$ cat config.mk
export PLATFORM = sky130hd
export DESIGN_NAME = i2c_reg_target
export DESIGN_NICKNAME = d
export VERILOG_FILES = /design/src/rtl/i2c_tgt_pkg.sv /design/src/rtl/i2c_tgt_ctrl.sv /design/src/rtl/i2c_tgt_dp.sv /design/src/rtl/i2c_reg_target.sv
export SDC_FILE = /design/constraint.sdc
export NUM_CORES = 2
export LEC_CHECK = 0
export ABC_AREA = 1
export BUFFER_PORTS_ARGS = -buffer_cell sky130_fd_sc_hd__clkbuf_2
export CORE_ASPECT_RATIO = 0.8
export CORE_MARGIN = 8
export CORE_UTILIZATION = 55
export DETAILED_ROUTE_END_ITERATION = 6
export GPL_ROUTABILITY_DRIVEN = 0
export PLACE_DENSITY = 0.81
export SLEW_MARGIN = 20
export SYNTH_ARGS = -nofsm -noshare
export SYNTH_HDL_FRONTEND = slang
export SYNTH_HIERARCHICAL = 1
export SYNTH_SLANG_ARGS = --single-unit
$ cat constraint.sdc
create_clock -name clk -period 9.6 [get_ports clk]
set_input_delay 1.44 -clock clk [delete_from_list [all_inputs] [get_ports clk]]
set_output_delay 1.44 -clock clk [all_outputs]
set_load 0.005 [all_outputs]
$ cat src/rtl/i2c_tgt_pkg.sv
package i2c_tgt_pkg;
  localparam int BYTE_W = 8;

  typedef enum logic [3:0] {
    ST_IDLE, ST_ADDR, ST_ADDR_ACK, ST_SUB, ST_SUB_ACK,
    ST_WR, ST_WR_ACK, ST_RD, ST_RD_ACK, ST_SKIP
  } busState_t;

  typedef struct packed {
    logic shiftIn;   // take one received bit
    logic setPtr;    // load pointer and auto-increment flag
    logic writeReg;  // store received byte at pointer
    logic advance;   // step pointer if auto-increment is on
    logic loadTx;    // fetch byte at (possibly advanced) pointer
    logic shiftTx;   // present next transmit bit
  } dpCtl_t;
endpackage

$ cat src/rtl/i2c_tgt_ctrl.sv
module i2c_tgt_ctrl
  import i2c_tgt_pkg::*;
#(
  parameter logic [6:0] DEV_ADDR = 7'h2A
) (
  input  logic       clk,
  input  logic       rstN,
  input  logic       sclIn,
  input  logic       sdaIn,
  input  logic [BYTE_W-1:0] rxByte,
  input  logic       txMsb,
  output dpCtl_t     ctl,
  output logic       sdaS,
  output logic       sdaOe,
  output busState_t  state
);
  localparam int CNT_W = $clog2(BYTE_W + 1);
  localparam logic [CNT_W-1:0] FULL = CNT_W'(BYTE_W);

  logic [1:0] sclSync, sdaSync;
  logic sclQ, sdaQ, sclS;
  logic sclRise, sclFall, startSeen, stopSeen;
  logic [CNT_W-1:0] bitCnt, cntNxt;
  logic readDir, readNxt, hostAck, ackNxt, driveNxt;
  busState_t stateNxt;

  always_ff @(posedge clk or negedge rstN) begin
    if (!rstN) begin
      sclSync <= '1; sdaSync <= '1; sclQ <= 1'b1; sdaQ <= 1'b1;
    end else begin
      sclSync <= {sclSync[0], sclIn};
      sdaSync <= {sdaSync[0], sdaIn};
      sclQ    <= sclSync[1];
      sdaQ    <= sdaSync[1];
    end
  end

  assign sclS      = sclSync[1];
  assign sdaS      = sdaSync[1];
  assign sclRise   = sclS & ~sclQ;
  assign sclFall   = ~sclS & sclQ;
  assign startSeen = sclS & sclQ & sdaQ & ~sdaS;
  assign stopSeen  = sclS & sclQ & ~sdaQ & sdaS;

  always_comb begin
    ctl      = '0;
    stateNxt = state;
    cntNxt   = bitCnt;
    readNxt  = readDir;
    ackNxt   = hostAck;
    if (startSeen) begin
      stateNxt = ST_ADDR;
      cntNxt   = '0;
    end else if (stopSeen) begin
      stateNxt = ST_IDLE;
    end else begin
      case (state)
        ST_ADDR, ST_SUB, ST_WR: begin
          if (sclRise) begin
            ctl.shiftIn = 1'b1;
            cntNxt      = bitCnt + 1'b1;
          end else if (sclFall && bitCnt == FULL) begin
            cntNxt = '0;
            if (state == ST_ADDR) begin
              if (rxByte[7:1] == DEV_ADDR) begin
                stateNxt = ST_ADDR_ACK;
                readNxt  = rxByte[0];
              end else begin
                stateNxt = ST_SKIP;
              end
            end else if (state == ST_SUB) begin
              ctl.setPtr = 1'b1;
              stateNxt   = ST_SUB_ACK;
            end else begin
              ctl.writeReg = 1'b1;
              ctl.advance  = 1'b1;
              stateNxt     = ST_WR_ACK;
            end
          end
        end
        ST_ADDR_ACK: if (sclFall) begin
          if (readDir) begin
            ctl.loadTx = 1'b1;
            stateNxt   = ST_RD;
          end else begin
            stateNxt = ST_SUB;
          end
        end
        ST_SUB_ACK, ST_WR_ACK: if (sclFall) stateNxt = ST_WR;
        ST_RD: begin
          if (sclRise) cntNxt = bitCnt + 1'b1;
          else if (sclFall) begin
            if (bitCnt == FULL) begin
              stateNxt = ST_RD_ACK;
              cntNxt   = '0;
            end else begin
              ctl.shiftTx = 1'b1;
            end
          end
        end
        ST_RD_ACK: begin
          if (sclRise) ackNxt = ~sdaS;
          else if (sclFall) begin
            if (hostAck) begin
              ctl.advance = 1'b1;
              ctl.loadTx  = 1'b1;
              stateNxt    = ST_RD;
            end else begin
              stateNxt = ST_SKIP;
            end
          end
        end
        default: ;
      endcase
    end
  end

  assign driveNxt = (state == ST_ADDR_ACK) || (state == ST_SUB_ACK) ||
                    (state == ST_WR_ACK) || (state == ST_RD && !txMsb);

  always_ff @(posedge clk or negedge rstN) begin
    if (!rstN) begin
      state   <= ST_IDLE;
      bitCnt  <= '0;
      readDir <= 1'b0;
      hostAck <= 1'b0;
      sdaOe   <= 1'b0;
    end else begin
      state   <= stateNxt;
      bitCnt  <= cntNxt;
      readDir <= readNxt;
      hostAck <= ackNxt;
      sdaOe   <= driveNxt;
    end
  end
endmodule

$ cat src/rtl/i2c_tgt_dp.sv
module i2c_tgt_dp
  import i2c_tgt_pkg::*;
#(
  parameter int REG_COUNT = 128
) (
  input  logic       clk,
  input  logic       rstN,
  input  dpCtl_t     ctl,
  input  logic       sdaBit,
  output logic [BYTE_W-1:0] rxByte,
  output logic       txMsb,
  output logic [$clog2(REG_COUNT)-1:0] regPtr,
  output logic       autoInc
);
  localparam int PTR_W = $clog2(REG_COUNT);
  localparam logic [PTR_W-1:0] LAST = PTR_W'(REG_COUNT - 1);

  logic [BYTE_W-1:0] regFile [REG_COUNT];
  logic [BYTE_W-1:0] txByte;
  logic [PTR_W-1:0]  ptrInc, ptrNext;

  assign ptrInc  = (regPtr == LAST) ? '0 : regPtr + 1'b1;
  assign ptrNext = (ctl.advance && autoInc) ? ptrInc : regPtr;
  assign txMsb   = txByte[BYTE_W-1];

  always_ff @(posedge clk or negedge rstN) begin
    if (!rstN) begin
      regPtr  <= '0;
      autoInc <= 1'b0;
      rxByte  <= '0;
      txByte  <= '1;
    end else begin
      if (ctl.setPtr) begin
        regPtr  <= rxByte[PTR_W-1:0];
        autoInc <= rxByte[BYTE_W-1];
      end else begin
        regPtr <= ptrNext;
      end
      if (ctl.shiftIn) rxByte <= {rxByte[BYTE_W-2:0], sdaBit};
      if (ctl.loadTx)       txByte <= regFile[ptrNext];
      else if (ctl.shiftTx) txByte <= {txByte[BYTE_W-2:0], 1'b1};
    end
  end

  for (genvar i = 0; i < REG_COUNT; i++) begin : g_reg
    always_ff @(posedge clk or negedge rstN) begin
      if (!rstN) regFile[i] <= '0;
      else if (ctl.writeReg && regPtr == PTR_W'(i)) regFile[i] <= rxByte;
    end
  end
endmodule

$ cat src/rtl/i2c_reg_target.sv
module i2c_reg_target
  import i2c_tgt_pkg::*;
#(
  parameter logic [6:0] DEV_ADDR  = 7'h2A,
  parameter int         REG_COUNT = 128
) (
  input  logic clk,
  input  logic rstN,
  input  logic sclIn,
  input  logic sdaIn,
  output logic sdaDriveLow
);
  localparam int PTR_W = $clog2(REG_COUNT);

  dpCtl_t            dpCtl;
  busState_t         busState;
  logic [BYTE_W-1:0] rxByte;
  logic              txMsb, sdaSynced, autoInc;
  logic [PTR_W-1:0]  regPtr;

  i2c_tgt_ctrl #(.DEV_ADDR(DEV_ADDR)) u_ctrl (
    .clk(clk), .rstN(rstN), .sclIn(sclIn), .sdaIn(sdaIn),
    .rxByte(rxByte), .txMsb(txMsb), .ctl(dpCtl), .sdaS(sdaSynced),
    .sdaOe(sdaDriveLow), .state(busState)
  );

  i2c_tgt_dp #(.REG_COUNT(REG_COUNT)) u_dp (
    .clk(clk), .rstN(rstN), .ctl(dpCtl), .sdaBit(sdaSynced),
    .rxByte(rxByte), .txMsb(txMsb), .regPtr(regPtr), .autoInc(autoInc)
  );
endmodule

=== Word-level counts from Yosys, hierarchy flattened ===
Cells that the tools add are included.

* Logic and storage cells: 507
* Flip-flop bits (word level): 1065
* Bits of input ports: 4

* Reduce and logical (&&, ||, !) cells: 145
* Multiplexer cells: 53
* $lt $le $gt $ge: 1
* Bitwise operators: 15
* Eq/ne operators: 150
* $add $sub $neg: 2

{| class="wikitable"
|+ Operators with widths
! cell !! count
|-
| equality test 7 bit, second input constant || 64
|-
| equality test 7 x 6 -> 1 bit, second input constant || 33
|-
| logical AND 1 bit || 131
|-
| equality test 7 x 5 -> 1 bit, second input constant || 16
|-
| 2-to-1 mux 4 bit || 21
|-
| binary-select mux 8 bit (select 7 bit) || 1
|-
| equality test 7 x 4 -> 1 bit, second input constant || 8
|-
| != test 4 x 1 -> 1 bit, second input constant || 9
|-
| 2-to-1 mux 8 bit || 4
|-
| equality test 7 x 3 -> 1 bit, second input constant || 4
|-
| 2-to-1 mux 7 bit || 3
|-
| case mux 4 bit (5 select lines) || 1
|-
| equality test 4 x 3 -> 1 bit, second input constant || 4
|-
| 2-to-1 mux 3 bit || 5
|-
| equality test 7 x 2 -> 1 bit, second input constant || 2
|-
| 2-to-1 mux 6 bit || 2
|-
| != test 4 bit, second input constant || 3
|-
| 2-to-1 mux 2 bit || 5
|-
| AND reduction 10 bit || 1
|-
| equality test 4 x 2 -> 1 bit, second input constant || 2
|-
| equality test 4 bit, second input constant || 2
|-
| >= comparator 8 bit, second input constant || 1
|-
| 2-to-1 mux 1 bit || 8
|-
| NOT 7 -> 8 bit || 1
|-
| 20 further kinds || 35
|}

=== Depth between registers and ports, before layout ===
* Word-level depth: 15
* Depth in mapped cells: 26
* Gate-level depth less buffers: 25

=== Modules after synthesis ===
The synthesis kept the hierarchy.

{| class="wikitable"
|+ Modules (own cells, without submodules)
! module !! seq. area each (sq um) !! times used !! cells an instance !! area an instance (sq um)
|-
| i2c_tgt_dp || 26235.2 || 1 || 6452 || 50484.7
|-
| i2c_tgt_ctrl || 432.9 || 1 || 179 || 1231.2
|}

=== Worst setup path after synthesis ===
OpenSTA, ideal clock, no wires.

* Path kind: register to register
* From: register u_ctrl.sclQ
* To: register u_dp.txByte[0]
* Setup slack: 6.587 ns
* Path buffers: 2
* Arrival: 2.941 ns
* Cell stages (with the launch flop): 22
* Period minus slack after synthesis: 3.013 ns
* Required time: 9.528 ns
* Path through: dfstp_2 > inv_1 > ha_1 > nor2_1 > inv_1 > nor2_1 > nand2_1 > o21ai_0 > nand2_1 > nor2_1 > xor2_1 > clkbuf_1 > clkbuf_1 > nand3_1 > nand3_1 > nand3_1 > nand3_1 > nand2_1 > nand2_1 > nand3_1 > nand2_1 > inv_1

{| class="wikitable"
|+ RTL lines
! item !! line !! source
|-
| start: declaration || i2c_tgt_ctrl.sv:21 || <nowiki>logic sclQ, sdaQ, sclS;</nowiki>
|-
| start signal: assignment || i2c_tgt_ctrl.sv:33 || <nowiki>sclQ <= sclSync[1];</nowiki>
|-
| end signal: assignment || i2c_tgt_dp.sv:40 || <nowiki>if (ctl.loadTx) txByte <= regFile[ptrNext];</nowiki>
|-
| end signal: assignment || i2c_tgt_dp.sv:41 || <nowiki>else if (ctl.shiftTx) txByte <= {txByte[BYTE_W-2:0], 1'b1};</nowiki>
|-
| end: declaration || i2c_tgt_dp.sv:19 || <nowiki>logic [BYTE_W-1:0] txByte;</nowiki>
|}

==> results.yml <==
critical_path:
  crit_fanout: 210
  startpoint_type: "register"
  end_kind: "register"
  rrSetupSlack_ns: 3.57
  cp_num_buf_inv: 4
  worstPathArrival_ns: 6.67
  critPathRequiredTime_ns: 10.24
  path_common_cell: "nand2_1"
  critical_path.cell_chain: "inv_1 -> ha_1 -> nor2_1 -> inv_1 -> nor2_1 -> nand2_1 -> o21ai_0 -> nand2_1 -> nor2_1 -> nand2_8 -> nand2_8 -> buf_12 -> nand2_1 -> o211ai_1 -> nand3_1 -> nand3_1 -> nand3_1 -> nand3_1 -> nand2_1 -> nand2_1 -> nand3_1 -> nand2_1 -> inv_1"
  cp_top_family: "simple AND/OR/NAND/NOR gates"
  setup.worst_path.class: "reg2reg"
  r2r_end: "u_dp/txByte[0]"
  critPathSlowestCell: "buf_12"
  r2r-start: "u_ctrl/sclQ"
  cpPeakStageDelay_ns: 0.61
  reg2reg_depth: 23
routing:
  ant_nets: 0
  first_pass_iters: 7
  wl_per_cell_um: 20.2
  wirelength_um: 154000
  drc_errors: 0
  routed_via_density: 6.06
  vias: 46135
  drtIter0Drc: 6876
yosys:
  synth_edf_count: 0
  synth_cells: 6631
  ys_seq_elements: 1065
  synth_fp_nets: 6644
  syn_area_mm2: 0.0517
  yosysSeqAreaShare_pct: 51.6
  synthDistinctLibCells: 35
  ys.flop_type: "dfrtp_1"
  synthArstFlopShare_pct: 100
  ys_warn_count: 6
  postSynthAreaPerCell_um2: 7.80
worst_hold_path:
  hp-class: "reg2reg"
  hold_depth: 0
  hold_path_end: "u_ctrl/sclSync[1]"
  hp-start: "u_ctrl/sclSync[0]"
global_routing:
  gr-total-overflow: 0
  first_global_vias: 43485
  grt_pass1_wl_um: 244000
  antenna_found_initial: 1
  grt_max_degree: 211
  gr-usage-all-layers_pct: 28.6
cts:
  h-tree-depth: 3
  path_clk_slew_ns: 0.07
  clock_sinks: 1065
  cts-buffers-inserted: 107
  cts_hold_repair.buffers: 0
  cts_tree: "built"
  cts-resized-gates: 0
  cts_root_buf: "clkbuf_16"
  clk_latency_ns: 0.71
  post_cts_buffers: 0
  cts_max_path_buffers: 3
pwr:
  power-per-cell-area_mw_per_mm2: 172
  p_leak_nw: 24.3
  peakVddDrop_uv: 146
  p_total_mw: 9.56
floorplan:
  initial_utilization_pct: 55.6
  fp.dieW_um: 359
  ioPinCount: 5
  rows: 100
  core_area_mm2: 0.0931
  die_area_mm2: 0.104
  die_h_um: 290
sta:
  setup-tns-final_ns: 0
  rsz0062_at_grt: "no"
  max_freq_mhz: 166
  slew_headroom_pct: 14.1
  fin_worst_skew_ns: 0.0368
  min_period_over_period_pct: 62.8
  setup_viol: 0
  final.min_clock_period_ns: 6.03
  worst_pin_slew_ns: 1.28
  hold_viol: 0
  finalMaxSlewViolations: 0
layout:
  final_cells: 7609
  final_common_cell: "nand2_1"
  utilization_pct: 59.6
  layout.nets: 6315
  design_area_mm2: 0.0554
  drive_gt1_share_pct: 4.81
  area_growth_pct: 7.20
  layout_common_cells: "nand2_1, dfrtp_1, o21ai_0, nand3_1, inv_1"
placed_design:
  port-buffer-count: 4
  dp.cells: 7417
  hpwl_um: 88000
  placed_cell_area_mm2: 0.0519
flow_run:
  drv_cap: 0
run_status:
  status: "completed"
-- flip-flops by register name (all words and copies together) (netlist names) --
signal	cells
u_dp/autoInc	1
u_dp/txByte	8
u_ctrl/readDir	1
u_dp/regPtr	7
u_ctrl/bitCnt	4
u_ctrl/sdaOe	1
u_ctrl/sdaQ	1
u_ctrl/sdaSync	2
u_ctrl/sclSync	2
u_ctrl/sclQ	1
u_dp/regFile	1024
u_ctrl/state	4
u_dp/rxByte	8
u_ctrl/hostAck	1
-- cells by family (layout without fill, tap and decap cells) --
logic type	after synthesis	in the layout	synth area share [%]
AOI/OAI and AO/OA	1170	1170	11.8
xor gates and xnor gates	2	2	0.0339
adders and majority gates	9	9	0.218
buffers and inverters	1068	821	8.24
DFF	1065	1065	51.6
other	0	1	0
and+or+nand+nor	3317	3317	28.2
-- synthesized netlist by cell type, types with 9 or more instances --
| cell | number | area (um^2) |
|---|---|---|
| a21oi_1 | 29 | 145 |
| buf_1 | 12 | 45.0 |
| buf_2 | 150 | 751 |
| clkbuf_1 | 330 | 1240 |
| dfrtp_1 | 1051 | 26300 |
| dfstp_2 | 14 | 368 |
| ha_1 | 9 | 113 |
| inv_1 | 550 | 2060 |
| inv_2 | 10 | 37.5 |
| nand2_1 | 2044 | 7670 |
| nand3_1 | 911 | 4560 |
| nand3b_1 | 210 | 1580 |
| nand4_1 | 19 | 119 |
| nor2_1 | 90 | 338 |
| nor3_1 | 16 | 80.1 |
| o211ai_1 | 90 | 676 |
| o21ai_0 | 1035 | 5180 |
| o21ai_1 | 11 | 55.1 |
-- how the worst max path moves through the flow --
| stage | startpoint | to | depth (start not counted) | slack, ns |
|---|---|---|---|---|
| 2_1_floorplan | u_ctrl/sclQ | u_dp/txByte[0] | 21 | 6.59 |
| 3_5_place_dp | u_ctrl/sclQ | u_dp/txByte[2] | 22 | 3.86 |
| 5_1_grt | u_ctrl/sclQ | u_dp/txByte[0] | 23 | 3.38 |
| 6_report | u_ctrl/sclQ | u_dp/txByte[0] | 23 | 3.57 |
| 4_1_cts | u_ctrl/sclQ | u_dp/txByte[2] | 22 | 3.87 |
| 3_3_place_gp | u_ctrl/sclQ | u_dp/txByte[0] | 24 | 4.04 |
-- cell type report --
cell class	count	area, um^2
antenna	1	2.50
clock buffer	155	3160
clock inverter	36	382
fill	8056	37700
inverter	567	2150
multi-input combinational	4498	20900
sequential	1065	26700
tap	1224	1530
timing repair buffer	63	639
-- stage by stage --
stage	hold WS [ns]	setup slack, ns
6_report	0.373	3.57
5_1_grt	0.381	3.38
4_1_cts	0.378	3.87
3_5_place_dp	0.369	3.86
3_3_place_gp	0.368	4.04
2_1_floorplan	0.345	6.59
-- routing by layer --
layer  track usage, %  wire length, um  vias to the layer above  share of wire (%)
met1             39.8            62300                    22130                 40
met2             41.3            64900                     2703                 42
met5                0               15                        -             0.0097
met3             9.33            20100                      480                 13
li1                 -                -                    20820                  -
met4             11.8             6690                        2                4.3
-- worst register-to-register path, delay by kind of cell (launching register included) --
family                     cells  cell delay, ns
AOI/OAI and AO/OA              2            0.60
and+or+nand+nor               16            3.72
adders and majority gates      1            0.26
DFF                            1            0.54
buffers and inverters          4            0.86
-- power breakdown --
group	switching [mW]	total [mW]	leakage [nW]	internal, mW
registers	0.0503	4.58	14.8	4.53
clock network	1.79	4.23	1.75	2.44
logic	0.651	0.743	7.70	0.0921
(Power assumes the default switching activity.)
